**config.mk**
```make
export PLATFORM = sky130hd
export DESIGN_NAME = acc_cpu_core
export DESIGN_NICKNAME = d
export VERILOG_FILES = /design/src/rtl/acc_cpu_pkg.sv /design/src/rtl/acc_cpu_ctrl.sv /design/src/rtl/acc_cpu_dpath.sv /design/src/rtl/acc_cpu_core.sv
export SDC_FILE = /design/constraint.sdc
export NUM_CORES = 1
export LEC_CHECK = 0
export BUFFER_PORTS_ARGS = -buffer_cell sky130_fd_sc_hd__buf_2
export CAP_MARGIN = 20
export CORE_UTILIZATION = 59
export DETAILED_ROUTE_END_ITERATION = 7
export PLACE_DENSITY_LB_ADDON = 0.25
export SLEW_MARGIN = 20
export SYNTH_ARGS = -nofsm -noshare
export SYNTH_HDL_FRONTEND = slang
export SYNTH_SLANG_ARGS = --single-unit
```
**constraint.sdc**
```tcl
create_clock -name clk -period 4.5 [get_ports clk]
set_input_delay 0.45 -clock clk [delete_from_list [all_inputs] [get_ports clk]]
set_output_delay 0.45 -clock clk [all_outputs]
set_load 0.005 [all_outputs]
```
**src/rtl/acc_cpu_pkg.sv**
```systemverilog
package acc_cpu_pkg;

  localparam int OPC_W = 4;

  localparam logic [OPC_W-1:0] OP_LOAD   = 4'h1;
  localparam logic [OPC_W-1:0] OP_STORE  = 4'h2;
  localparam logic [OPC_W-1:0] OP_ADD    = 4'h3;
  localparam logic [OPC_W-1:0] OP_SUBT   = 4'h4;
  localparam logic [OPC_W-1:0] OP_INPUT  = 4'h5;
  localparam logic [OPC_W-1:0] OP_OUTPUT = 4'h6;
  localparam logic [OPC_W-1:0] OP_HALT   = 4'h7;
  localparam logic [OPC_W-1:0] OP_SKIP   = 4'h8;
  localparam logic [OPC_W-1:0] OP_JUMP   = 4'h9;

  // Micro-step sequencer states
  typedef enum logic [3:0] {
    ST_F_MAR,  // MAR <- PC
    ST_F_RD,   // memory access in flight
    ST_F_MBR,  // MBR <- memory
    ST_F_IR,   // IR <- MBR, PC <- PC+1
    ST_DEC,    // decode
    ST_X_MAR,  // MAR <- address field
    ST_X_RD,   // operand read in flight
    ST_X_MBR,  // MBR <- memory or AC
    ST_X_FIN,  // AC update or memory write
    ST_X_ONE,  // single-step operations
    ST_HALT
  } cpu_state_e;

  // Accumulator source select
  typedef enum logic [2:0] {
    AC_HOLD,
    AC_MBR,
    AC_ADD,
    AC_SUB,
    AC_IN
  } ac_sel_e;

endpackage

```
**src/rtl/acc_cpu_ctrl.sv**
```systemverilog
module acc_cpu_ctrl
  import acc_cpu_pkg::*;
(
  input  logic             clk,
  input  logic             rst_n,
  input  logic [OPC_W-1:0] opcode,
  output logic             mar_from_pc,
  output logic             mar_from_ir,
  output logic             mbr_from_mem,
  output logic             mbr_from_ac,
  output logic             ir_load,
  output ac_sel_e          ac_sel,
  output logic             mem_we,
  output logic             out_evt,
  output logic             jump_evt,
  output logic             skip_evt,
  output logic             halted
);

  cpu_state_e state, nxt;

  logic is_store;
  logic is_memop;

  assign is_store = (opcode == OP_STORE);
  assign is_memop = (opcode == OP_LOAD) || (opcode == OP_STORE) ||
                    (opcode == OP_ADD)  || (opcode == OP_SUBT);

  always_ff @(posedge clk or negedge rst_n) begin
    if (!rst_n) state <= ST_F_MAR;
    else        state <= nxt;
  end

  always_comb begin
    nxt = state;
    unique case (state)
      ST_F_MAR: nxt = ST_F_RD;
      ST_F_RD:  nxt = ST_F_MBR;
      ST_F_MBR: nxt = ST_F_IR;
      ST_F_IR:  nxt = ST_DEC;
      ST_DEC: begin
        if (is_memop)                nxt = ST_X_MAR;
        else if (opcode == OP_HALT)  nxt = ST_HALT;
        else                         nxt = ST_X_ONE;
      end
      ST_X_MAR: nxt = is_store ? ST_X_MBR : ST_X_RD;
      ST_X_RD:  nxt = ST_X_MBR;
      ST_X_MBR: nxt = ST_X_FIN;
      ST_X_FIN: nxt = ST_F_MAR;
      ST_X_ONE: nxt = ST_F_MAR;
      ST_HALT:  nxt = ST_HALT;
      default:  nxt = ST_F_MAR;
    endcase
  end

  // Named micro-step strobes
  assign mar_from_pc  = (state == ST_F_MAR);
  assign mar_from_ir  = (state == ST_X_MAR);
  assign mbr_from_mem = (state == ST_F_MBR) || ((state == ST_X_MBR) && !is_store);
  assign mbr_from_ac  = (state == ST_X_MBR) && is_store;
  assign ir_load      = (state == ST_F_IR);
  assign mem_we       = (state == ST_X_FIN) && is_store;
  assign out_evt      = (state == ST_X_ONE) && (opcode == OP_OUTPUT);
  assign jump_evt     = (state == ST_X_ONE) && (opcode == OP_JUMP);
  assign skip_evt     = (state == ST_X_ONE) && (opcode == OP_SKIP);
  assign halted       = (state == ST_HALT);

  always_comb begin
    ac_sel = AC_HOLD;
    if (state == ST_X_FIN) begin
      if (opcode == OP_LOAD)      ac_sel = AC_MBR;
      else if (opcode == OP_ADD)  ac_sel = AC_ADD;
      else if (opcode == OP_SUBT) ac_sel = AC_SUB;
    end else if ((state == ST_X_ONE) && (opcode == OP_INPUT)) begin
      ac_sel = AC_IN;
    end
  end

  // a write lasts a single cycle
  a_r3_we_single: assert property (@(posedge clk) disable iff (!rst_n)
    mem_we |=> !mem_we);

  // halted is sticky
  a_r7_halt_sticky: assert property (@(posedge clk) disable iff (!rst_n)
    halted |=> halted);

  // nothing leaves the core once halted
  a_r7_halt_quiet: assert property (@(posedge clk) disable iff (!rst_n)
    halted |-> (!mem_we && !out_evt && !ir_load));

  // every fetch is followed by a decode, then never a second IR load at once
  a_r11_fetch_once: assert property (@(posedge clk) disable iff (!rst_n)
    ir_load |=> !ir_load);

endmodule

```
**src/rtl/acc_cpu_dpath.sv**
```systemverilog
module acc_cpu_dpath
  import acc_cpu_pkg::*;
#(
  parameter int ADDR_W = 12,
  parameter int DATA_W = 16,
  parameter int IO_W   = 8
) (
  input  logic              clk,
  input  logic              rst_n,
  input  logic              mar_from_pc,
  input  logic              mar_from_ir,
  input  logic              mbr_from_mem,
  input  logic              mbr_from_ac,
  input  logic              ir_load,
  input  ac_sel_e           ac_sel,
  input  logic              out_evt,
  input  logic              jump_evt,
  input  logic              skip_evt,
  input  logic [DATA_W-1:0] mem_rdata,
  input  logic [IO_W-1:0]   in_data,
  input  logic              in_load,
  output logic [OPC_W-1:0]  opcode,
  output logic [ADDR_W-1:0] mar_q,
  output logic [DATA_W-1:0] mbr_q,
  output logic [IO_W-1:0]   out_data,
  output logic              out_valid
);

  localparam logic [ADDR_W-1:0] PC_STEP = ADDR_W'(1);
  localparam int                EXT_W   = DATA_W - IO_W;

  logic [ADDR_W-1:0] pc;
  logic [DATA_W-1:0] ir;
  logic [DATA_W-1:0] ac;
  logic [IO_W-1:0]   in_reg;
  logic              skip_take;

  function automatic logic [DATA_W-1:0] widen_in(input logic [IO_W-1:0] b);
    return {{EXT_W{b[IO_W-1]}}, b};
  endfunction

  function automatic logic cond_met(input logic [1:0] code,
                                    input logic [DATA_W-1:0] a);
    logic neg, zer;
    neg = a[DATA_W-1];
    zer = (a == '0);
    case (code)
      2'b00:   return neg;
      2'b01:   return zer;
      2'b10:   return !neg && !zer;
      default: return 1'b0;
    endcase
  endfunction

  function automatic logic [DATA_W-1:0] ac_next(input ac_sel_e sel,
                                                input logic [DATA_W-1:0] a,
                                                input logic [DATA_W-1:0] m,
                                                input logic [IO_W-1:0] i);
    case (sel)
      AC_MBR:  return m;
      AC_ADD:  return a + m;
      AC_SUB:  return a - m;
      AC_IN:   return widen_in(i);
      default: return a;
    endcase
  endfunction

  assign opcode    = ir[DATA_W-1 -: OPC_W];
  assign skip_take = skip_evt && cond_met(ir[ADDR_W-1 -: 2], ac);

  always_ff @(posedge clk or negedge rst_n) begin
    if (!rst_n) begin
      pc        <= '0;
      mar_q     <= '0;
      mbr_q     <= '0;
      ir        <= '0;
      ac        <= '0;
      in_reg    <= '0;
      out_data  <= '0;
      out_valid <= 1'b0;
    end else begin
      if (mar_from_pc)       mar_q <= pc;
      else if (mar_from_ir)  mar_q <= ir[ADDR_W-1:0];

      if (mbr_from_mem)      mbr_q <= mem_rdata;
      else if (mbr_from_ac)  mbr_q <= ac;

      if (ir_load)           ir <= mbr_q;

      if (ir_load || skip_take) pc <= pc + PC_STEP;
      else if (jump_evt)        pc <= ir[ADDR_W-1:0];

      ac <= ac_next(ac_sel, ac, mbr_q, in_reg);

      if (in_load) in_reg <= in_data;

      out_valid <= out_evt;
      if (out_evt) out_data <= ac[IO_W-1:0];
    end
  end

  // fetch advances PC by one with wrap
  a_r11_pc_step: assert property (@(posedge clk) disable iff (!rst_n)
    ir_load |=> (pc == $past(pc) + PC_STEP));

  // jump lands on the address field
  a_r9_jump_target: assert property (@(posedge clk) disable iff (!rst_n)
    jump_evt |=> (pc == $past(ir[ADDR_W-1:0])));

  // an untaken skip leaves PC alone
  a_r8_no_skip_hold: assert property (@(posedge clk) disable iff (!rst_n)
    (skip_evt && !skip_take) |=> $stable(pc));

  // code 11 never skips
  a_r8_code3_never: assert property (@(posedge clk) disable iff (!rst_n)
    (skip_evt && (ir[ADDR_W-1 -: 2] == 2'b11)) |-> !skip_take);

  // output strobe is a single pulse
  a_r6_valid_pulse: assert property (@(posedge clk) disable iff (!rst_n)
    out_valid |=> !out_valid);

  // output byte holds between Output instructions
  a_r6_byte_hold: assert property (@(posedge clk) disable iff (!rst_n)
    !out_evt |=> $stable(out_data));

endmodule

```
**src/rtl/acc_cpu_core.sv**
```systemverilog
module acc_cpu_core
  import acc_cpu_pkg::*;
#(
  parameter int ADDR_W = 12,
  parameter int DATA_W = 16,
  parameter int IO_W   = 8
) (
  input  logic              clk,
  input  logic              rst_n,
  output logic [ADDR_W-1:0] mem_addr,
  output logic [DATA_W-1:0] mem_wdata,
  output logic              mem_we,
  input  logic [DATA_W-1:0] mem_rdata,
  input  logic [IO_W-1:0]   in_data,
  input  logic              in_load,
  output logic [IO_W-1:0]   out_data,
  output logic              out_valid,
  output logic              halted
);

  logic             mar_from_pc, mar_from_ir, mbr_from_mem, mbr_from_ac;
  logic             ir_load, out_evt, jump_evt, skip_evt;
  ac_sel_e          ac_sel;
  logic [OPC_W-1:0] opcode;

  acc_cpu_ctrl u_ctrl (
    .clk          (clk),
    .rst_n        (rst_n),
    .opcode       (opcode),
    .mar_from_pc  (mar_from_pc),
    .mar_from_ir  (mar_from_ir),
    .mbr_from_mem (mbr_from_mem),
    .mbr_from_ac  (mbr_from_ac),
    .ir_load      (ir_load),
    .ac_sel       (ac_sel),
    .mem_we       (mem_we),
    .out_evt      (out_evt),
    .jump_evt     (jump_evt),
    .skip_evt     (skip_evt),
    .halted       (halted)
  );

  acc_cpu_dpath #(
    .ADDR_W (ADDR_W),
    .DATA_W (DATA_W),
    .IO_W   (IO_W)
  ) u_dpath (
    .clk          (clk),
    .rst_n        (rst_n),
    .mar_from_pc  (mar_from_pc),
    .mar_from_ir  (mar_from_ir),
    .mbr_from_mem (mbr_from_mem),
    .mbr_from_ac  (mbr_from_ac),
    .ir_load      (ir_load),
    .ac_sel       (ac_sel),
    .out_evt      (out_evt),
    .jump_evt     (jump_evt),
    .skip_evt     (skip_evt),
    .mem_rdata    (mem_rdata),
    .in_data      (in_data),
    .in_load      (in_load),
    .opcode       (opcode),
    .mar_q        (mem_addr),
    .mbr_q        (mem_wdata),
    .out_data     (out_data),
    .out_valid    (out_valid)
  );

  // address frozen while halted
  a_r7_addr_frozen: assert property (@(posedge clk) disable iff (!rst_n)
    (halted && $past(halted)) |-> $stable(mem_addr));

endmodule

```
==> out/qor.csv <==
stage,metric,value,unit
layout,Syn-to-layout area delta,11.2,%
sta,Slew @ Worst Pin,829,ps
synth,Post-Synth Simple-Gate Area,18.5,%
placed_design,Placed Cells,740,
floorplanning,DIE AREA,9780,µm²
synth,Ys Warns,0,
setup_path,slowest CP cell,nor3b_1,
layout,Fillers,696,
synth,number of flops mapped to enable cells by yosys,0,
clocking,post_cts resized,0,
setup_path,worst r2r src,u_dpath.ir[12]$_DFFE_PN0P_,
route,DRC violations left,0,
sta,fin. max-slew vios,0,
clocking,# hold bufs at CTS,0,
pwr,LEAKAGE,2.66,nW
synth,Synth Area in Adders,4.20,%
synth,synthesized area,5540,µm²
synth,"count leader, synth",dfrtp_1,
synth,largest family of logic cells by synthesized area,simple AND/OR/NAND/NOR gates,
setup_path,crit path kind,register to register,
worst_hold_path,min-delay worst type,primary input to async pin,
synth,"area leader, netlist",dfrtp_1,
floorplanning,num ports,66,
clocking,clk slew on worst S/H paths,90,ps
pwr,Reg power frac,36.0,%
clocking,maximum buffer depth of the clock tree,2,
global_routing,largest net degree at the start of global routing,58,
setup_path,R2R Setup Slk,750,ps
synth,share of synthesized registers carrying an async set or reset,100,%
pwr,Switching Share,44.3,%
clocking,Root Buffer,clkbuf_8,
clocking,"Setup Fix Bufs, Post-CTS",0,
run,max_cap viols,0,
sta,final hold violation count,0,
setup_path,"Cell Chain, Critical Path","nor3b_1, nor4b_2, buf_4, mux2i_1, ha_1, nor2b_1, o31a_1, o2111ai_1, a31oi_1, a21o_1, or4b_1, a21oi_1",
sta,Final Skew,13.6,ps
global_routing,vias in the first global route,4650,
sta,RSZ-0062 raised after global routing,no,
synth,post-synthesis sequential element count,93,
placed_design,dpl hpwl,9730,µm
sta,final period utilization,83.4,%
global_routing,first-pass GRT wire length,22900,µm
route,drt total wl,13500,µm
synth,top post-synthesis cells by area,"dfrtp_1 42%, mux2i_1 6.3%, a21oi_1 5.8%",
synth,Synth Area in XOR/XNOR,4.09,%
synth,Post-Syn Nets,637,
clocking,CTS Buf Count,9,
floorplanning,Initial Util,62.3,%
pwr,Clock power frac,13.2,%
placed_design,IO buf count,65,
synth,sequential-to-total area share from yosys stat,42.0,%
route,drt first pass iters,5,
synth,Synth Area in Compound Gates,16.2,%
route,Initial DRC Count,303,
layout,NumNets Final,688,
pwr,maximum vdd ir drop,0.411,mV
synth,Synth top cells by count,"93 x dfrtp_1, 80 x nor2_1, 64 x a21oi_1, 43 x nand2_1, 35 x mux2i_1",
sta,setup violators final,0,
layout,Non-Filler Instances,755,
route,drt wl/cell,17.9,µm
floorplanning,Site Rows,34,
setup_path,Crit path largest cell delay,480,ps
synth,ys flop type,dfrtp_1,
sta,Peak Freq,0.266,GHz
pwr,combinational share of power,50.8,%
pwr,Pwr Density,776,nW/µm²
setup_path,CP Capture Type,register,
setup_path,WP data required,4800,ps
floorplanning,Die Wd,98.9,µm
setup_path,worst-path maximum fanout,15,
setup_path,Critical Path AT,4050,ps
pwr,Int Power,0.00266,W
layout,top flop regs,"u_dpath.ac: 16 flops, u_dpath.ir: 16 flops, u_dpath.mbr_q: 16 flops",
synth,Netlist cell types,62,
route,vias,4735,
global_routing,grt total ovfl,0,
clocking,H-tree levels,3,
sta,max_slew headroom,44.7,%
setup_path,Worst Reg2Reg Path Length in Cells,12,
layout,share of layout cells above drive strength 1,19.8,%
setup_path,crit start category,register,
floorplanning,die height,98.9,µm
route,post-route ant nets,0,
setup_path,critical path's top delay family,simple AND/OR/NAND/NOR gates,
status,status,finished clean,
global_routing,initial antenna violation count,0,
setup_path,r2r endpoint,u_dpath.ac[13]$_DFFE_PN0P_,
synth,Post-Synthesis Cells,592,
clocking,"Clk Latency, worst-skew pair",370,ps
clocking,CTS sink count,93,
global_routing,Tot GR Track Use,29.6,%
floorplanning,core area,8890,µm²
synth,mux contribution to synthesized area,11.4,%
placed_design,routability cong.,0.910,
route,Via-to-Cell Ratio,6.27,
sta,Setup TNS,0,ps
synth,top cell type's share of synthesized area,42.0,%
layout,diode count,0,
clocking,TritonCTS clock tree,yes,
synth,syn_area_per_cell,9.36,µm²
setup_path,Buf/Inv on CP,1,
sta,post-layout min period,3750,ps
pwr,Psw,0.00212,W
==> worst register-to-register path, stage by stage, from the launching register on <==
cell	delay (ps)
dfrtp_1	470
nor3b_1	480
nor4b_2	300
buf_4	250
mux2i_1	320
ha_1	280
nor2b_1	150
o31a_1	250
o2111ai_1	210
a31oi_1	150
a21o_1	210
or4b_1	460
a21oi_1	160
==> layer usage <==
metal	global-route usage [%]	vias to the layer above	wire length (µm)
li1	-	2237	-
met5	0	-	0
met2	48.0	211	6350
met4	12.5	0	372
met3	5.18	38	916
met1	39.4	2249	5910
==> how the worst max path moves through the flow <==
| stage | startpoint | to | slack [ps] | cells past startpoint |
|---|---|---|---|---|
| after floorplan | u_dpath.ir[12]$_DFFE_PN0P_ | u_dpath.ac[13]$_DFFE_PN0P_ | 840 | 13 |
| after global placement | u_ctrl.state[1]$_DFF_PN0_ | u_dpath.ac[13]$_DFFE_PN0P_ | 910 | 12 |
| after detailed placement | u_dpath.ir[12]$_DFFE_PN0P_ | u_dpath.ac[13]$_DFFE_PN0P_ | 790 | 12 |
| after CTS | u_dpath.ir[12]$_DFFE_PN0P_ | u_dpath.ac[13]$_DFFE_PN0P_ | 770 | 12 |
| after global routing | u_dpath.ir[12]$_DFFE_PN0P_ | u_dpath.ac[13]$_DFFE_PN0P_ | 530 | 12 |
| final | u_dpath.ir[12]$_DFFE_PN0P_ | u_dpath.ac[13]$_DFFE_PN0P_ | 750 | 12 |
==> cells by family after synthesis <==
kind of cell / count (synthesis)
XOR/XNOR: 25
multiplexers: 60
AND/OR/NAND/NOR: 210
buffers and inverters: 44
flip-flops: 93
AO/OA/AOI/OAI: 142
adder cells (fa/ha/maj): 18
==> layout by cell type, fill, tap and decap left out, types with 5 or more instances in the layout <==
| cell | count |
|---|---|
| and2_1 | 5 |
| xnor2_1 | 20 |
| a21o_1 | 8 |
| nand2_1 | 43 |
| nor3_1 | 17 |
| dfrtp_1 | 93 |
| and3_1 | 5 |
| o21ai_0 | 9 |
| ha_1 | 17 |
| a221oi_1 | 10 |
| clkbuf_8 | 10 |
| nor2_1 | 79 |
| o21a_1 | 6 |
| mux2i_1 | 35 |
| buf_4 | 10 |
| a21oi_1 | 64 |
| nor3b_1 | 6 |
| inv_1 | 9 |
| o211ai_1 | 5 |
| mux2_2 | 25 |
| buf_2 | 64 |
| nor2b_1 | 14 |
| nand3_1 | 7 |
| a31oi_1 | 8 |
| nor4_1 | 6 |
==> power by group through the flow <==
stage | clock [W] | sequential (W) | combinational (W)
after floorplan | 0 | 0.00148 | 0.00197
after global placement | 0 | 0.00170 | 0.00233
after detailed placement | 0 | 0.00172 | 0.00240
after CTS | 0.000639 | 0.00170 | 0.00241
after global routing | 0.000674 | 0.00177 | 0.00272
final | 0.000632 | 0.00172 | 0.00243
==> area by class of cell <==
class	count	area, µm²	area share, %
Clock buffer	10	138	2.23
Tap cell	108	135	2.19
Multi-Input combinational cell	455	3050	49.4
Clock inverter	5	83.8	1.36
Inverter	10	37.5	0.609
Timing Repair Buffer	74	395	6.42
Sequential cell	93	2330	37.8
==> metrics by stage <==
step                      power (W)  setup slack [ps]  utilization (%)  hold slack, ps  cell area, µm²
after floorplan             0.00345               835                -             154            5540
after global placement      0.00403               912             66.7             431            5930
after detailed placement    0.00412               791             66.7             432            5930
after CTS                   0.00475               766             69.2            34.1            6150
after global routing        0.00516               528             69.3            51.3            6160
final                       0.00478               747             69.3            27.0            6160
Note: power is estimated with default switching activity, not from simulation.
